[src/rtl/cvst_pkg.sv]
package cvst_pkg;

    // Classification of a stored sample against the usable range
    typedef enum logic [1:0] {
        RC_IN = 2'd0,
        RC_HI = 2'd1,
        RC_LO = 2'd2
    } rng_cls_e;

    // Sticky flag set carried through the status logic
    typedef struct packed {
        logic ovwr;
        logic mflg;
        logic acc;
        logic drng;
    } sticky_t;

    localparam int FLAG_BITS = 6;

    function automatic logic any_error(input sticky_t f);
        return f.ovwr | f.mflg | f.acc;
    endfunction

endpackage

[src/rtl/cvst_clip.sv]
module cvst_clip
    import cvst_pkg::*;
#(
    parameter int SAMPLE_W = 24,
    parameter int ACC_W    = 28
) (
    input  logic [ACC_W-1:0]    raw,
    input  logic                ovf_in,
    output logic [SAMPLE_W-1:0] clipped,
    output logic                acc_hit,
    output rng_cls_e            cls
);
    localparam int HEAD_W = ACC_W - SAMPLE_W + 1;
    localparam logic signed [SAMPLE_W-1:0] HI_LIM = SAMPLE_W'(3 * (2 ** (SAMPLE_W - 3)) - 1);
    localparam logic signed [SAMPLE_W-1:0] LO_LIM = -SAMPLE_W'(3 * (2 ** (SAMPLE_W - 3)));
    localparam logic [SAMPLE_W-1:0] POS_FS = {1'b0, {(SAMPLE_W-1){1'b1}}};
    localparam logic [SAMPLE_W-1:0] NEG_FS = {1'b1, {(SAMPLE_W-1){1'b0}}};

    logic [HEAD_W-1:0] head;
    logic              fits;

    always_comb begin
        head    = raw[ACC_W-1:SAMPLE_W-1];
        fits    = (&head) | ~(|head);
        acc_hit = ovf_in | ~fits;
        if (acc_hit)
            clipped = raw[ACC_W-1] ? NEG_FS : POS_FS;
        else
            clipped = raw[SAMPLE_W-1:0];
        if ($signed(clipped) > HI_LIM)
            cls = RC_HI;
        else if ($signed(clipped) < LO_LIM)
            cls = RC_LO;
        else
            cls = RC_IN;
    end
endmodule

[src/rtl/cvst_range.sv]
module cvst_range
    import cvst_pkg::*;
#(
    parameter int RUN_LEN = 4
) (
    input  logic     clk,
    input  logic     rst,
    input  logic     step,
    input  logic     clear,
    input  rng_cls_e cls,
    output logic     hit
);
    localparam int CNT_W = $clog2(RUN_LEN + 1);
    localparam logic [CNT_W-1:0] RUN_MAX = CNT_W'(RUN_LEN);

    logic [CNT_W-1:0] cnt;
    rng_cls_e         pol;
    logic             extend;
    logic [CNT_W-1:0] cnt_nx;

    always_comb begin
        extend = (cls == pol) && (cnt != '0);
        if (cls == RC_IN)
            cnt_nx = '0;
        else if (extend)
            cnt_nx = (cnt == RUN_MAX) ? RUN_MAX : cnt + 1'b1;
        else
            cnt_nx = CNT_W'(1);
        hit = step && (cls != RC_IN) && (cnt_nx >= RUN_MAX);
    end

    always_ff @(posedge clk) begin
        if (rst || clear) begin
            cnt <= '0;
            pol <= RC_IN;
        end else if (step) begin
            cnt <= cnt_nx;
            pol <= cls;
        end
    end

    // an in-range step restarts the run
    a_r11_inrange_restart: assert property (@(posedge clk) disable iff (rst)
        (step && !clear && cls == RC_IN) |=> (cnt == '0));

    // the run length never exceeds its saturation value
    a_r10_cnt_bound: assert property (@(posedge clk) disable iff (rst)
        cnt <= RUN_MAX);

    // a polarity change starts a run of one
    a_r11_flip_restart: assert property (@(posedge clk) disable iff (rst)
        (step && !clear && cls != RC_IN && pol != RC_IN && cls != pol) |=> (cnt == CNT_W'(1)));
endmodule

[src/rtl/cvst_settle.sv]
module cvst_settle #(
    parameter int CFG_W = 18
) (
    input  logic             clk,
    input  logic             rst,
    input  logic             pwr_down,
    input  logic             sync_evt,
    input  logic [CFG_W-1:0] cfg,
    input  logic             mflg_q,
    input  logic             settle_evt,
    output logic             settled,
    output logic [CFG_W-1:0] cfg_q
);
    logic pd_q;
    logic invalidate;

    always_comb begin
        invalidate = sync_evt | pwr_down | pd_q | (cfg != cfg_q) | mflg_q;
    end

    always_ff @(posedge clk) begin
        if (rst) begin
            pd_q    <= 1'b0;
            cfg_q   <= cfg;
            settled <= 1'b0;
        end else begin
            pd_q  <= pwr_down;
            cfg_q <= cfg;
            if (invalidate)
                settled <= 1'b0;
            else if (settle_evt)
                settled <= 1'b1;
        end
    end

    // sync forces the unsettled state
    a_r8_sync_drop: assert property (@(posedge clk) disable iff (rst)
        sync_evt |=> !settled);

    // power-down forces the unsettled state, also one cycle after
    a_r8_pd_drop: assert property (@(posedge clk) disable iff (rst)
        pwr_down |=> ##1 !settled);

    // settling only follows a settle event
    a_r7_rise_cause: assert property (@(posedge clk) disable iff (rst)
        $rose(settled) |-> $past(settle_evt));
endmodule

[src/rtl/conv_status_reg.sv]
module conv_status_reg
    import cvst_pkg::*;
#(
    parameter int SAMPLE_W = 24,
    parameter int ACC_W    = 28,
    parameter int CFG_W    = 18,
    parameter int RUN_LEN  = 4
) (
    input  logic                         clk,
    input  logic                         rst,
    input  logic                         pwr_down,
    input  logic                         sync_evt,
    input  logic [CFG_W-1:0]             cfg,
    input  logic                         settle_evt,
    input  logic                         ext_flag,
    input  logic                         load_vld,
    input  logic [ACC_W-1:0]             load_data,
    input  logic                         load_ovf,
    input  logic                         rd_start,
    input  logic                         rd_done,
    input  logic                         stat_rd_done,
    output logic [SAMPLE_W-1:0]          out_data,
    output logic [CFG_W+FLAG_BITS-1:0]   status,
    output logic                         error_n
);
    localparam int STATUS_W = CFG_W + FLAG_BITS;
    localparam int B_ERR  = STATUS_W - 1;
    localparam int B_OVWR = STATUS_W - 2;
    localparam int B_MFLG = STATUS_W - 3;
    localparam int B_ACC  = STATUS_W - 4;
    localparam logic [SAMPLE_W-1:0] POS_FS = {1'b0, {(SAMPLE_W-1){1'b1}}};
    localparam logic [SAMPLE_W-1:0] NEG_FS = {1'b1, {(SAMPLE_W-1){1'b0}}};

    logic [SAMPLE_W-1:0] clipped;
    logic                acc_hit;
    rng_cls_e            cls;
    logic                settled;
    logic [CFG_W-1:0]    cfg_q;
    logic                rng_hit;
    logic                rd_open;
    sticky_t             flags;
    sticky_t             flags_nx;
    logic                step;

    cvst_clip #(.SAMPLE_W(SAMPLE_W), .ACC_W(ACC_W)) u_clip (
        .raw     (load_data),
        .ovf_in  (load_ovf),
        .clipped (clipped),
        .acc_hit (acc_hit),
        .cls     (cls)
    );

    cvst_settle #(.CFG_W(CFG_W)) u_settle (
        .clk        (clk),
        .rst        (rst),
        .pwr_down   (pwr_down),
        .sync_evt   (sync_evt),
        .cfg        (cfg),
        .mflg_q     (flags.mflg),
        .settle_evt (settle_evt),
        .settled    (settled),
        .cfg_q      (cfg_q)
    );

    assign step = load_vld && settled;

    cvst_range #(.RUN_LEN(RUN_LEN)) u_range (
        .clk   (clk),
        .rst   (rst),
        .step  (step),
        .clear (!settled),
        .cls   (cls),
        .hit   (rng_hit)
    );

    always_comb begin
        flags_nx = flags;
        if (stat_rd_done) begin
            flags_nx = '0;
        end else if (settled) begin
            if (load_vld && rd_open)            flags_nx.ovwr = 1'b1;
            if (ext_flag && !pwr_down)          flags_nx.mflg = 1'b1;
            if (load_vld && acc_hit)            flags_nx.acc  = 1'b1;
            if (rng_hit)                        flags_nx.drng = 1'b1;
        end
    end

    always_ff @(posedge clk) begin
        if (rst) begin
            flags    <= '0;
            rd_open  <= 1'b0;
            out_data <= '0;
        end else begin
            flags <= flags_nx;
            if (rd_start)
                rd_open <= 1'b1;
            else if (rd_done)
                rd_open <= 1'b0;
            if (load_vld)
                out_data <= clipped;
        end
    end

    always_comb begin
        status = {any_error(flags), flags.ovwr, flags.mflg, flags.acc,
                  settled, flags.drng, cfg_q};
        error_n = ~status[B_ERR];
    end

    // a completed status read clears every sticky bit
    a_r3_read_clears: assert property (@(posedge clk) disable iff (rst)
        stat_rd_done |=> (status[B_ERR:B_ACC] == 4'b0) && !status[CFG_W]);

    // frozen sticky bits while unsettled
    a_r9_freeze: assert property (@(posedge clk) disable iff (rst)
        (!status[CFG_W+1] && !stat_rd_done) |=> $stable({status[B_OVWR:B_ACC], status[CFG_W]}));

    // overwrite of an open read is flagged
    a_r4_ovwr_set: assert property (@(posedge clk) disable iff (rst)
        (load_vld && rd_open && settled && !stat_rd_done) |=> status[B_OVWR]);

    // positive saturation
    a_r6_sat_pos: assert property (@(posedge clk) disable iff (rst)
        (load_vld && load_ovf && !load_data[ACC_W-1]) |=> (out_data == POS_FS));

    // negative saturation
    a_r6_sat_neg: assert property (@(posedge clk) disable iff (rst)
        (load_vld && load_ovf && load_data[ACC_W-1]) |=> (out_data == NEG_FS));

    // a raised external-flag bit drops settling one cycle later
    a_r5_flag_unsettles: assert property (@(posedge clk) disable iff (rst)
        $rose(status[B_MFLG]) |=> !status[CFG_W+1]);
endmodule

[config.mk]
export PLATFORM = sky130hd
export DESIGN_NAME = conv_status_reg
export DESIGN_NICKNAME = d
export VERILOG_FILES = /design/src/rtl/cvst_pkg.sv /design/src/rtl/cvst_clip.sv /design/src/rtl/cvst_range.sv /design/src/rtl/cvst_settle.sv /design/src/rtl/conv_status_reg.sv
export SDC_FILE = /design/constraint.sdc
export NUM_CORES = 1
export LEC_CHECK = 0
export BUFFER_PORTS_ARGS = -buffer_cell sky130_fd_sc_hd__buf_4
export CAP_MARGIN = 20
export CORE_UTILIZATION = 50
export DETAILED_ROUTE_END_ITERATION = 16
export GPL_ROUTABILITY_DRIVEN = 0
export GPL_TIMING_DRIVEN = 0
export HOLD_SLACK_MARGIN = 0.08
export PLACE_DENSITY_LB_ADDON = 0.3
export SLEW_MARGIN = 30
export SYNTH_ARGS = -nofsm -noshare
export SYNTH_HDL_FRONTEND = slang
export SYNTH_HIERARCHICAL = 1
export SYNTH_SLANG_ARGS = --single-unit
[constraint.sdc]
create_clock -name clk -period 4.12 [get_ports clk]
set_input_delay 0.412 -clock clk [delete_from_list [all_inputs] [get_ports clk]]
set_output_delay 0.412 -clock clk [all_outputs]
set_load 0.005 [all_outputs]
==> flow_metrics.tcl <==
set metrics [dict create \
    num_rows 24 \
    synth_area_sq_mm 0.00230 \
    synth_cells 221 \
    holdCritPathClass "in2reg" \
    avgRoutedWirePerCell_um 13.2 \
    place_inst 377 \
    die_h_um 69.8 \
    power_mw 1.04 \
    dieArea_sq_mm 0.00488 \
    layout-drive-gt1-share_pct 39.6 \
    fmax_mhz 620 \
    grt_max_degree 17 \
    cts_post_setup_buffers_inserted 0 \
    area_growth_pct 40.9 \
    drtAntennaViolNets 0 \
    cp_max_fo 3 \
    yosys-top-cells-area "dfxtp_1 (47%), mux2i_1 (11%), o21a_1 (7.5%)" \
    path_depth 3 \
    setup_tns_ns 0 \
    cts_hold_buf 0 \
    maxCapViolations 0 \
    synth_fp_nets 280 \
    final_area_sq_mm 0.00324 \
    die_w_um 69.8 \
    ys_seq_area_share_pct 47.0 \
    worst-setup-path-type "reg2out" \
    power.density_mw_per_mm2 321 \
    critPathRequiredTime_ns 3.71 \
    portBuffers 104 \
    yosysTopAreaCellShare_pct 47.0 \
    skew_ns 0.00477 \
    antenna_found_initial 0 \
    grt_use_total_pct 22.0 \
    diodes 0 \
    setup_viol 0 \
    stdcell_count 385 \
    initial_core_util_pct 52.5 \
    slew_headroom_pct 68.8 \
    ys_warn_count 6 \
    avgSynthCellArea_sq_um 10.4 \
    htreeDepth 2 \
    worstPathBufferInverterCount 2 \
    ios 106 \
    vias 1950 \
    max_slew.worst_pin.slew_ns 0.468 \
    path_cells "or3_1 > inv_1 > buf_4" \
    timing.final.crit_period_ns 1.61 \
    clk_pin_slew_worst_paths_ns 0.10 \
    status "completed" \
    cts.sinks 54 \
    crit_path_start_kind "flip-flop" \
    place_hpwl_um 3980 \
    drv_slew 0 \
    rsz0062_at_grt "no" \
    path_delay_family "simple AND/OR/NAND/NOR gates" \
    cts_buffer_depth 2 \
    placed_area_sq_mm 0.00315 \
    end_kind "primary output" \
    fin_crit_sh_pct 39.2 \
    drt-initial-drc-count 113 \
    synthDistinctLibCells 40 \
    vdd_ir_drop_max_v 0.000280 \
    p_leak_nw 1.49 \
    r2r_cells 7 \
    coreArea_sq_mm 0.00438 \
    worst_skew_pair.late_latency_ns 0.31 \
    slowest_delay_ns 0.39 \
    synth_seq_cells 54 \
    slowest_stage "or3_1" \
    routed_wl_um 5100 \
    grt.overflow.total 0 \
    cts_buffers 5 \
    holdWs_ns 0.215 \
    hold_viol 0 \
    nets 391 \
    min_path_cells 1 \
    clockRootBuffer "clkbuf_8" \
    cts_tree "built" \
    dr.pass1.iters 4 \
    drc 0 \
    arrival_ns 1.20 \
    yosysTopAreaCell "dfxtp_1" \
    avgViaCountPerCell 5.06 \
    grt_pass1_wl_um 8640 \
    grt_pass1_vias 1955 \
    cts_resized 0 \
]
## cells in the mapped netlist
cell,instances
xor2_1,12
nand3b_1,3
and2_2,1
nor2b_1,1
clkbuf_1,2
o2111ai_1,1
buf_12,2
buf_4,2
inv_1,8
nand2b_1,2
o21a_1,23
o21ai_2,1
ha_1,2
mux2i_1,26
o32ai_1,1
xnor2_1,8
buf_6,5
nor3_1,6
a31o_2,1
nor4_1,3
and2_1,1
o21ai_0,2
buf_2,2
o21a_2,1
a21oi_1,4
nand2_1,1
nor4_4,1
or2_1,1
nand4_2,1
or3_1,1
nor2_1,31
o31ai_2,1
nor3_2,1
nand3_1,1
a211oi_1,1
dfxtp_1,54
a21oi_2,1
a31oi_1,2
o31a_1,1
nand4_1,3
## per-stage QoR
step	utilization (%)	setup WS (ns)
2_1_floorplan	-	2.54
3_3_place_gp	71.8	2.28
3_5_place_dp	71.8	2.26
4_1_cts	73.9	2.50
5_1_grt	73.9	2.38
6_report	73.9	2.51
## per-layer routing
metal	global-route usage (%)	part of all wire, %	routed length [um]	up-vias
met3	6.83	6.8	344	5
li1	-	-	-	979
met2	38.4	51	2590	57
met5	0	0	0	-
met4	6.00	1.2	60	0
met1	25.9	41	2100	909
## final timing paths
kind | slack [ns] | from | to
max | 2.51 | status[20] | error_n
min | 0.21 | cfg[13] | u_settle/cfg_q[13]
max reg2reg | 2.66 | u_settle/settled | status[18]
min reg2reg | 0.50 | status[21] | status[21]
## cells in the final DEF (no fill, tap or decap), drive strengths merged
cell	n
nor3	7
nor2	31
nand3	1
nand2b	2
nand2	1
a31o	1
a211oi	1
a21oi	5
clkinvlp	1
clkinv	1
buf	115
o31a	1
nor2b	1
o32ai	1
o21ai	3
nor4	4
nand4	4
or3	1
xor2	12
o2111ai	1
o31ai	1
and2	2
inv	8
xnor2	8
mux2i	26
clkbuf	8
a31oi	2
nand3b	3
or2	1
dfxtp	54
o21a	24
ha	2
## power by group
group | switching (mW) | leakage [nW] | internal, mW
Combinational | 0.0687 | 0.997 | 0.106
Sequential | 0.0138 | 0.446 | 0.546
Clock | 0.170 | 0.0472 | 0.135
## cells by family after synthesis
family / synth area share [%]
and+or+nand+nor: 13.2
DFF: 47.0
AOI/OAI and AO/OA: 12.9
muxes: 11.3
buffers and inverters: 6.91
xor gates and xnor gates: 7.61
adders and majority gates: 1.09
## state kept, by name (all words and copies together), names as in the netlist
| register | cells |
|---|---|
| out_data | 24 |
| rd_open | 1 |
| status | 4 |
| u_range/cnt | 3 |
| u_range/pol | 2 |
| u_settle/cfg_q | 18 |
| u_settle/pd_q | 1 |
| u_settle/settled | 1 |
## layout make-up
class,instances,area [sq um]
fillers,359,1140
clock buffers,6,82.6
well taps,52,65.1
flip-flops and latches,54,1080
plain buffers,13,129
clock inverters,2,12.5
multi-input cells,146,1060
inverters,8,30.0
repair buffers,104,781
No activity file was read; power rests on OpenSTA's default activity.
